<file path="config.mk">
export PLATFORM = sky130hd
export DESIGN_NAME = adc_mode_seq
export DESIGN_NICKNAME = d
export VERILOG_FILES = /design/src/rtl/adc_mode_pkg.sv /design/src/rtl/adc_mode_regs.sv /design/src/rtl/adc_mode_fsm.sv /design/src/rtl/adc_mode_seq.sv
export SDC_FILE = /design/constraint.sdc
export NUM_CORES = 1
export LEC_CHECK = 0
export ABC_AREA = 1
export BUFFER_PORTS_ARGS = -buffer_cell sky130_fd_sc_hd__buf_2
export CORE_UTILIZATION = 54
export CTS_BUF_LIST = sky130_fd_sc_hd__clkbuf_8
export DETAILED_ROUTE_END_ITERATION = 8
export PLACE_DENSITY = 0.89
export SYNTH_ARGS = -nofsm -noshare
export SYNTH_HDL_FRONTEND = slang
export SYNTH_SLANG_ARGS = --single-unit
</file>
<file path="constraint.sdc">
create_clock -name clk -period 1.98 [get_ports clk]
set_input_delay 0 -clock clk [delete_from_list [all_inputs] [get_ports clk]]
set_output_delay 0 -clock clk [all_outputs]
set_load 0.05 [all_outputs]
</file>
<file path="src/rtl/adc_mode_pkg.sv">
package adc_mode_pkg;
   typedef enum logic [2:0] {
      MD_PD     = 3'd0,
      MD_IDLE   = 3'd1,
      MD_SINGLE = 3'd2,
      MD_CONT   = 3'd3,
      MD_ICZ    = 3'd4,
      MD_ICF    = 3'd5,
      MD_SCZ    = 3'd6,
      MD_SCF    = 3'd7
   } mode_e;

   typedef enum logic [1:0] {
      SQ_OFF    = 2'd0,
      SQ_LAUNCH = 2'd1,
      SQ_RUN    = 2'd2,
      SQ_HOLD   = 2'd3
   } seq_e;

   localparam int CHOP_BIT  = 3;
   localparam int EN_BIT    = 5;
   localparam int NOTCH_BIT = 6;

   // input source for an operation
   function automatic logic [1:0] src_of(mode_e m);
      case (m)
         MD_ICZ:         return 2'd1;
         MD_ICF:         return 2'd2;
         MD_SCZ, MD_SCF: return 2'd3;
         default:        return 2'd0;
      endcase
   endfunction
endpackage

</file>
<file path="src/rtl/adc_mode_regs.sv">
module adc_mode_regs
   import adc_mode_pkg::*;
#(
   parameter logic [7:0] RST_VAL   = 8'h10,
   parameter int         FW        = 8,
   parameter int         NOTCH_MIN = 68
) (
   input  logic          clk,
   input  logic          rst_n,
   input  logic          wr,
   input  logic [7:0]    wdata,
   input  logic [FW-1:0] filt_word,
   input  logic          clr_mode,
   output logic [7:0]    q
);
   logic notch_ok;

   generate
      if (NOTCH_MIN <= 0) begin : g_no_gate
         assign notch_ok = 1'b1;
      end else begin : g_gate
         assign notch_ok = (32'(filt_word) >= NOTCH_MIN);
      end
   endgenerate

   always_ff @(posedge clk or negedge rst_n) begin
      if (!rst_n) begin
         q <= RST_VAL;
      end else if (wr) begin
         q <= wdata;
         q[NOTCH_BIT] <= wdata[NOTCH_BIT] & notch_ok;
      end else if (clr_mode) begin
         q[2:0] <= MD_PD;
      end
   end
endmodule

</file>
<file path="src/rtl/adc_mode_fsm.sv">
module adc_mode_fsm
   import adc_mode_pkg::*;
#(
   parameter int NCONV = 2
) (
   input  logic             clk,
   input  logic             rst_n,
   input  logic             wr,
   input  logic             en,
   input  mode_e            mode,
   input  logic [NCONV-1:0] done,
   output logic             clr_mode,
   output logic             core_rst,
   output logic             core_start,
   output seq_e             st,
   output mode_e            act_mode,
   output logic [NCONV-1:0] rdy,
   output logic [NCONV-1:0] dat_we,
   output logic [NCONV-1:0] cal_we,
   output logic             cal_full
);
   localparam logic [NCONV-1:0] ALL = {NCONV{1'b1}};

   logic [NCONV-1:0] pend;
   logic [NCONV-1:0] hits;
   logic [NCONV-1:0] pend_nxt;
   logic             last;
   logic             is_cal;

   assign is_cal = act_mode[2];

   // per-converter completion tracking
   generate
      for (genvar i = 0; i < NCONV; i++) begin : g_conv
         assign hits[i]     = done[i] & pend[i];
         assign pend_nxt[i] = pend[i] & ~done[i];
      end
   endgenerate

   assign last     = (st == SQ_RUN) && (|hits) && (pend_nxt == '0);
   assign clr_mode = last && !wr && (act_mode != MD_CONT);

   always_ff @(posedge clk or negedge rst_n) begin
      if (!rst_n) begin
         st         <= SQ_OFF;
         act_mode   <= MD_PD;
         pend       <= '0;
         rdy        <= '0;
         dat_we     <= '0;
         cal_we     <= '0;
         cal_full   <= 1'b0;
         core_rst   <= 1'b0;
         core_start <= 1'b0;
      end else begin
         core_rst   <= wr;
         core_start <= 1'b0;
         dat_we     <= '0;
         cal_we     <= '0;
         if (wr) begin
            st <= SQ_LAUNCH;
         end else begin
            case (st)
               SQ_LAUNCH: begin
                  if (!en || mode == MD_PD) begin
                     st       <= SQ_OFF;
                     act_mode <= MD_PD;
                  end else if (mode == MD_IDLE) begin
                     st       <= SQ_HOLD;
                     act_mode <= MD_IDLE;
                  end else begin
                     st         <= SQ_RUN;
                     act_mode   <= mode;
                     pend       <= ALL;
                     core_start <= 1'b1;
                     if (mode[2]) rdy <= '0;
                  end
               end
               SQ_RUN: begin
                  rdy <= rdy | hits;
                  if (is_cal) begin
                     cal_we <= hits;
                     if (|hits) cal_full <= act_mode[0];
                  end else begin
                     dat_we <= hits;
                  end
                  if (last) begin
                     if (act_mode == MD_CONT) begin
                        pend <= ALL;
                     end else begin
                        pend     <= '0;
                        st       <= SQ_OFF;
                        act_mode <= MD_PD;
                     end
                  end else begin
                     pend <= pend_nxt;
                  end
               end
               default: ;
            endcase
         end
      end
   end
endmodule

</file>
<file path="src/rtl/adc_mode_seq.sv">
module adc_mode_seq
   import adc_mode_pkg::*;
#(
   parameter int         NCONV     = 2,
   parameter int         FW        = 8,
   parameter int         NOTCH_MIN = 68,
   parameter logic [7:0] RST_VAL   = 8'h10
) (
   input  logic             clk,
   input  logic             rst_n,
   input  logic             bus_wr,
   input  logic [7:0]       bus_wdata,
   output logic [7:0]       bus_rdata,
   input  logic [FW-1:0]    filt_word,
   output logic             core_rst,
   output logic             core_start,
   output logic             core_pd,
   output logic             core_hold,
   output logic [2:0]       core_mode,
   output logic [1:0]       in_sel,
   output logic             chop_off,
   output logic             notch_on,
   input  logic [NCONV-1:0] conv_done,
   output logic [NCONV-1:0] rdy,
   output logic [NCONV-1:0] dat_we,
   output logic [NCONV-1:0] cal_we,
   output logic             cal_full
);
   generate
      if (NCONV < 1) begin : g_bad_nconv
         $error("NCONV must be at least 1");
      end
      if (FW < 1 || FW > 31) begin : g_bad_fw
         $error("FW must lie in 1..31");
      end
   endgenerate

   logic  [7:0] reg_q;
   logic        clr_mode;
   seq_e        st;
   mode_e       act_mode;

   adc_mode_regs #(
      .RST_VAL   (RST_VAL),
      .FW        (FW),
      .NOTCH_MIN (NOTCH_MIN)
   ) u_regs (
      .clk       (clk),
      .rst_n     (rst_n),
      .wr        (bus_wr),
      .wdata     (bus_wdata),
      .filt_word (filt_word),
      .clr_mode  (clr_mode),
      .q         (reg_q)
   );

   adc_mode_fsm #(
      .NCONV (NCONV)
   ) u_fsm (
      .clk        (clk),
      .rst_n      (rst_n),
      .wr         (bus_wr),
      .en         (reg_q[EN_BIT]),
      .mode       (mode_e'(reg_q[2:0])),
      .done       (conv_done),
      .clr_mode   (clr_mode),
      .core_rst   (core_rst),
      .core_start (core_start),
      .st         (st),
      .act_mode   (act_mode),
      .rdy        (rdy),
      .dat_we     (dat_we),
      .cal_we     (cal_we),
      .cal_full   (cal_full)
   );

   assign bus_rdata = reg_q;
   assign core_pd   = (st == SQ_OFF);
   assign core_hold = (st == SQ_HOLD);
   assign core_mode = act_mode;
   assign in_sel    = src_of(act_mode);
   assign chop_off  = reg_q[CHOP_BIT];
   assign notch_on  = reg_q[NOTCH_BIT];
endmodule

</file>
==> results.toml, run 1 <==
[global_routing]
antenna_found_initial = 0
global_route.peak_usage_layer = "met2"
grt_first_pass_wirelength_um = 4400
groute.layer.met1.usage_pct = 25.2
groute.usage.overall_pct = 23.0
first_global_vias = 1078
met3_usage_pct = 1.82
maximum_number_of_pins_on_one_net_before_global_route_repair = 25
overflow = 0
grt.met2_usage_pct = 46.4

[cts]
ctsHtreeMaxLevel = 1
numCtsBuffers = 3
clk_slew_on_worst_s_h_paths_ps = 90
clkLatencyLatePin_ps = 270
cts_max_path_buffers = 2
tritoncts = "built"
total_clock_sinks = 24
clk_root_buffer_cell = "sky130_fd_sc_hd__clkbuf_8"

[sta]
rsz0062_at_grt = "false"
relSlewSlack_pct = 64.3
finalCritPeriodShare_pct = 81.4
sum_of_negative_setup_slack_ps = 0
worst_clock_skew_ps = 8.07
finalCriticalPeriod_ps = 1610
tightestPinTransition_ps = 535
maxSlewViolCount = 0
finalHoldViolations = 0
final_setup_fails = 0
max_freq_ghz = 0.620

[finish]
synthToLayoutAreaGrowth_pct = 29.1
filler_cell_count = 167
post-route-util_pct = 73.8
layout.cell_area.non_filler_um2 = 1630
drive_gt1_share_pct = 33.5
final_net_count = 220
antenna-diode-count = 0

[floorplanning]
floorplan.io_pins = 47
die_h_um = 50.4
floorplan.rows = 17
core_area_um2 = 2210
floorplan.die.width_um = 50.4
effective_utilization_at_floorplan_pct = 57.2
die_area_um2 = 2540

[drt]
first_pass_iters = 4
dr_total_vias = 1155
route.final.wire_length_um = 2710
route.detailed.vias_per_inst = 5.20
drt.antenna.violating_nets = 0
drc = 0
drt_iter0_markers = 19
routedWlPerCell_um = 12.2

[place]
dp.final_hpwl_um = 1990
globalplace.congestion = 0.761
placement.io_buffers = 44
placedInstanceArea_um2 = 1470

[synthesis]
yosys_warnings = 0
synth_mux_area_share_pct = 0
synthDistinctLibCells = 25
synth_cells = 143
dominant_combinational_cell_family_by_area_after_synthesis = "simple AND/OR/NAND/NOR gates"
synthesized_area_fraction_occupied_by_ao_oa_aoi_and_oai_cells_pct = 10.7
post_synth.cell_area_avg_um2 = 8.85
synth_simple_gate_area_share_pct = 28.2
synth-adder-area-share_pct = 3.96
sequential_to_total_area_share_from_yosys_stat_pct = 47.6
postSynthRegisterBits = 24
synth-xor-area-share_pct = 0
syn_nets = 168
syn-cell-area_um2 = 1260

[setup_path]
worstPathRequired_ps = 2190
capturing_point_of_the_worst_reg2reg_path = "u_fsm.act_mode[2]"
setup.reg_to_reg.worst_slack_ps = 370
timing_worst_setup_path_type = "reg -> reg"
rr_startpoint = "u_fsm.st[0]"
critical_path_peak_fanout = 8
worst_r2r_path_depth = 7
end_kind = "flop"
worst_ep_arrival_time_ps = 1820
startpoint_type = "flop"

[power_and_ir_drop]
switching_power_uw = 788
internal_power_uw = 1030
swShare_pct = 43.3
power_frac_seq_pct = 36.4
combinationalPowerShare_pct = 40.2
powerDensity_nw_per_um2 = 1110
p_leak_uw = 0.000900
worst_ir_drop_vdd_uv = 717
power.share.clock_pct = 23.4

[min_path]
holdPathStages = 3
holdPathEnd = "u_regs.q[6]"
hold_path_startpoint = "bus_wdata[6]"
worst_hold_path_type = "in -> reg"

[outcome]
run_status = "complete, no violations"

[run]
maxCapViolations = 0
## cells in the final DEF (no fill, tap or decap), types with 3 or more instances in the layout
cell type,netlist,layout
sky130_fd_sc_hd__nand2_1,41,41
sky130_fd_sc_hd__dfrtp_1,23,23
sky130_fd_sc_hd__nand2_4,3,3
sky130_fd_sc_hd__a21oi_1,4,4
sky130_fd_sc_hd__clkbuf_8,0,3
sky130_fd_sc_hd__buf_2,0,44
sky130_fd_sc_hd__nand3_1,4,4
sky130_fd_sc_hd__nand2_2,3,3
sky130_fd_sc_hd__ha_1,4,4
sky130_fd_sc_hd__nor3_1,3,3
sky130_fd_sc_hd__o21ai_0,5,5
sky130_fd_sc_hd__dlygate4sd3_1,0,9
sky130_fd_sc_hd__inv_1,16,16
sky130_fd_sc_hd__o21ai_1,3,3
sky130_fd_sc_hd__nand4_1,9,9
sky130_fd_sc_hd__nor2_1,5,5
## timing repair
item | CTS | global route
hold buffers | 9 | 0
hold endpoints to repair | 31 | 0
buffers inserted | 0 | 0
gates resized for setup | 0 | 0
## per-layer routing
| metal | vias up | wire, µm |
|---|---|---|
| li1 | 566 | - |
| met1 | 544 | 1100 |
| met2 | 38 | 1450 |
| met3 | 7 | 116 |
| met4 | 0 | 36 |
| met5 | - | 0 |
## cell type report
| type | count | area, µm² | area share [%] |
|---|---|---|---|
| sequential | 24 | 602 | 36.9 |
| multi-input combinational | 95 | 542 | 33.2 |
| timing repair buffer | 53 | 310 | 19.0 |
| clock buffer | 3 | 41.3 | 2.53 |
| tap | 28 | 35.0 | 2.15 |
| clock inverter | 1 | 30.0 | 1.84 |
| inverter | 18 | 72.6 | 4.44 |
## sequential cells by signal, indices dropped and copies added (netlist names)
| name | flops |
|---|---|
| u_fsm.act_mode | 3 |
| u_fsm.cal_full | 1 |
| u_fsm.cal_we | 2 |
| u_fsm.core_rst | 1 |
| u_fsm.core_start | 1 |
| u_fsm.dat_we | 2 |
| u_fsm.pend | 2 |
| u_fsm.rdy | 2 |
| u_fsm.st | 2 |
| u_regs.q | 8 |
## cells in the mapped netlist, drive strengths merged
| library cell | count | area [µm²] |
|---|---|---|
| nor3 | 5 | 35.0 |
| o21bai | 2 | 37.5 |
| dfrtp | 23 | 576 |
| nor2 | 5 | 18.8 |
| nand4 | 9 | 56.3 |
| a21oi | 5 | 28.8 |
| o21ai | 9 | 48.8 |
| dfstp | 1 | 26.3 |
| a31oi | 2 | 12.5 |
| inv | 18 | 72.6 |
| nand3 | 6 | 40.0 |
| buf | 6 | 48.8 |
| ha | 4 | 50.1 |
| a21boi | 1 | 7.51 |
| nand2 | 47 | 206 |
## kinds of logic (layout without fill, tap and decap cells)
group,after synthesis,in the layout
adders and majority gates,4,4
and+or+nand+nor,72,72
AOI/OAI and AO/OA,19,19
DFF,24,24
buffers and inverters,24,75
## how the worst max path moves through the flow
| stage | to | depth (start not counted) | start | slack (ps) |
|---|---|---|---|---|
| 2_1_floorplan | in_sel[0] | 2 | u_fsm.act_mode[2] | 390 |
| 3_3_place_gp | u_fsm.st[1] | 7 | u_fsm.st[0] | 500 |
| 3_5_place_dp | u_fsm.act_mode[2] | 7 | u_fsm.st[0] | 440 |
| 4_1_cts | u_fsm.act_mode[2] | 7 | u_fsm.st[0] | 400 |
| 5_1_grt | u_fsm.st[1] | 7 | u_fsm.st[0] | 220 |
| 6_report | u_fsm.act_mode[2] | 7 | u_fsm.st[0] | 370 |
## critical path, stage by stage (launching register included)
cell and delay [ps]:
sky130_fd_sc_hd__dfrtp_1 430, sky130_fd_sc_hd__inv_1 110, sky130_fd_sc_hd__ha_1 380, sky130_fd_sc_hd__inv_1 200, sky130_fd_sc_hd__o21bai_4 220, sky130_fd_sc_hd__nand3_2 70, sky130_fd_sc_hd__nand2_1 70, sky130_fd_sc_hd__nand2_1 80
## stage by stage
step                      power [µW]  hold slack [ps]  std cells  worst slack [ps]
final                           1820             28.5        222               368
after floorplan                 1230             -296        143               394
after global placement          1360            -1.11        209               500
after detailed placement        1380             12.2        209               442
after CTS                       1830             25.9        222               399
after global routing            1910             46.3        222               224
## power groups by stage
| stage | clock (µW) | sequential (µW) | combinational [µW] |
|---|---|---|---|
| 4_1_cts | 435 | 659 | 731 |
| 6_report | 426 | 661 | 731 |
| 2_1_floorplan | 0 | 839 | 391 |
| 3_5_place_dp | 0 | 667 | 715 |
| 3_3_place_gp | 0 | 662 | 696 |
| 5_1_grt | 451 | 671 | 787 |
Power figures use the tool's default switching activity.
==> run 2: changes to the inputs <==
Settings changed: CORE_UTILIZATION 54 to 50, PLACE_DENSITY 0.89 to 0.84.
Clock period 1.98 ns to 1.7 ns, I/O delays scaled along.
==> results.toml, run 2 (same netlist as run 1, synthesis figures left out) <==
[cts]
tritoncts = "built"
ctsHtreeMaxLevel = 1
clk_root_buffer_cell = "sky130_fd_sc_hd__clkbuf_8"
numCtsBuffers = 3
clkLatencyLatePin_ps = 260
total_clock_sinks = 24
clk_slew_on_worst_s_h_paths_ps = 80
cts_max_path_buffers = 2

[place]
placedInstanceArea_um2 = 1470
dp.final_hpwl_um = 1970
globalplace.congestion = 0.820
placement.io_buffers = 44

[sta]
max_freq_ghz = 0.686
finalHoldViolations = 0
rsz0062_at_grt = "false"
final_setup_fails = 0
tightestPinTransition_ps = 519
maxSlewViolCount = 0
finalCritPeriodShare_pct = 85.7
fin_worst_hold_slack_ps = 18.2
finalCriticalPeriod_ps = 1460
relSlewSlack_pct = 65.4
worst_clock_skew_ps = 2.15
sum_of_negative_setup_slack_ps = 0

[global_routing]
antenna_found_initial = 0
groute.usage.overall_pct = 22.7
first_global_vias = 1088
grt_first_pass_wirelength_um = 4500
overflow = 0
maximum_number_of_pins_on_one_net_before_global_route_repair = 25

[finish]
reg.largest.list = "u_regs.q: 8 flops, u_fsm.act_mode: 3 flops"
layout_commonest_cell = "sky130_fd_sc_hd__buf_2"
regMostFlops = "u_regs.q"
largest_register_ff_count = 8
layout_common_cells = "sky130_fd_sc_hd__buf_2, sky130_fd_sc_hd__nand2_1, sky130_fd_sc_hd__dfrtp_1"
filler_cell_count = 181
synthToLayoutAreaGrowth_pct = 28.0
layout.cell_area.non_filler_um2 = 1620
antenna-diode-count = 0
drive_gt1_share_pct = 34.0
final_net_count = 220

[floorplanning]
core_area_um2 = 2300
floorplan.rows = 17
die_area_um2 = 2740
floorplan.die.width_um = 52.3
die_h_um = 52.3
effective_utilization_at_floorplan_pct = 55.1
floorplan.io_pins = 47

[power_and_ir_drop]
p_leak_uw = 0.000891
worst_ir_drop_vdd_uv = 833
powerDensity_nw_per_um2 = 1230
power_uw = 2000

[setup_path]
startpoint_type = "flop"
worstPathCellList = "inv_1 > ha_2 > inv_1 > nand3_1 > nand3_2 > nand2_1 > nand2_1"
slowest_cell_delay_on_critical_path_ps = 440
timing_worst_setup_path_type = "reg -> reg"
worst_ep_arrival_time_ps = 1620
critical_path_peak_fanout = 8
slowest_stage = "sky130_fd_sc_hd__dfrtp_1"
worstPathRequired_ps = 1860
end_kind = "flop"

[min_path]
worst_hold_path_type = "in -> reg"

[drt]
drt.antenna.violating_nets = 0
wl_met2_um = 1410
dr_total_vias = 1134
route.detailed.vias_per_inst = 5.11
met3RoutedLength_um = 154
routed.top_layer = "met4"
drt_iter0_markers = 31
first_pass_iters = 4
met1_wire_length_um = 1070
drc = 0
routedWlPerCell_um = 12.2
route.final.wire_length_um = 2700

[outcome]
run_status = "complete, no violations"

[run]
maxCapViolations = 0
## run 2: changes by cell type in the layout (fill, tap and decap cells not counted), sizes merged
cell and delta:
clkbuf +1, bufinv -1
## run 2: final cells by class
cell class | instances | area [µm²] | area share (%)
Sequential cell | 24 | 602 | 37.2
Clock buffer | 4 | 55.1 | 3.40
Timing Repair Buffer | 53 | 310 | 19.2
Tap cell | 28 | 35.0 | 2.16
Multi-Input combinational cell | 95 | 544 | 33.6
Inverter | 18 | 72.6 | 4.48
## run 2: metrics by stage
stage | setup WS [ps] | util (%) | cells
finish | 243 | 70.5 | 222
global route | 106 | 70.5 | 222
CTS | 137 | 70.4 | 222
detailed placement | 178 | 64.1 | 209
global placement | 226 | 64.1 | 209
floorplan | 114 | - | 143
## run 2: per-layer routing
metal  up-vias  track usage (%)
li1        562                -
met1       517             25.5
met2        49             40.9
met3         6             4.64
met4         0             9.65
met5         -                0
## run 2: worst paths after layout
kind,from,endpoint,slack (ps),depth (start not counted)
worst max-delay path,u_fsm.st[0],u_fsm.st[0],240,7
worst min-delay path,bus_wdata[6],u_regs.q[6],20,3
worst max register to register,u_fsm.st[0],u_fsm.st[0],240,7
worst min register to register,u_regs.q[4],u_regs.q[4],470,2
max in group asynchronous,rst_n,u_regs.q[4],1100,2
min in group asynchronous,rst_n,u_fsm.cal_we[0],240,2
## run 2: what timing repair did
action / 4_1_cts / 5_1_grt
endpoints found under the hold margin: 31 / 0
gates resized for setup: 0 / 1
hold buffers: 9 / 0
endpoints found under the setup margin: 0 / 1
setup buffers: 0 / 0
## run 2: power by group
group	leakage [µW]	internal, µW	switching (µW)	total (µW)
clock	0.0000288	207	174	380
combinational	0.000555	218	631	848
sequential	0.000306	669	102	771
total	0.000891	1090	906	2000
## run 2: worst max-delay path: cells and delay by family (launching register included)
family	cells	cell delay (ps)
flip-flops	1	440
buffers and inverters	2	260
AND/OR/NAND/NOR	4	370
adder cells (fa/ha/maj)	1	280
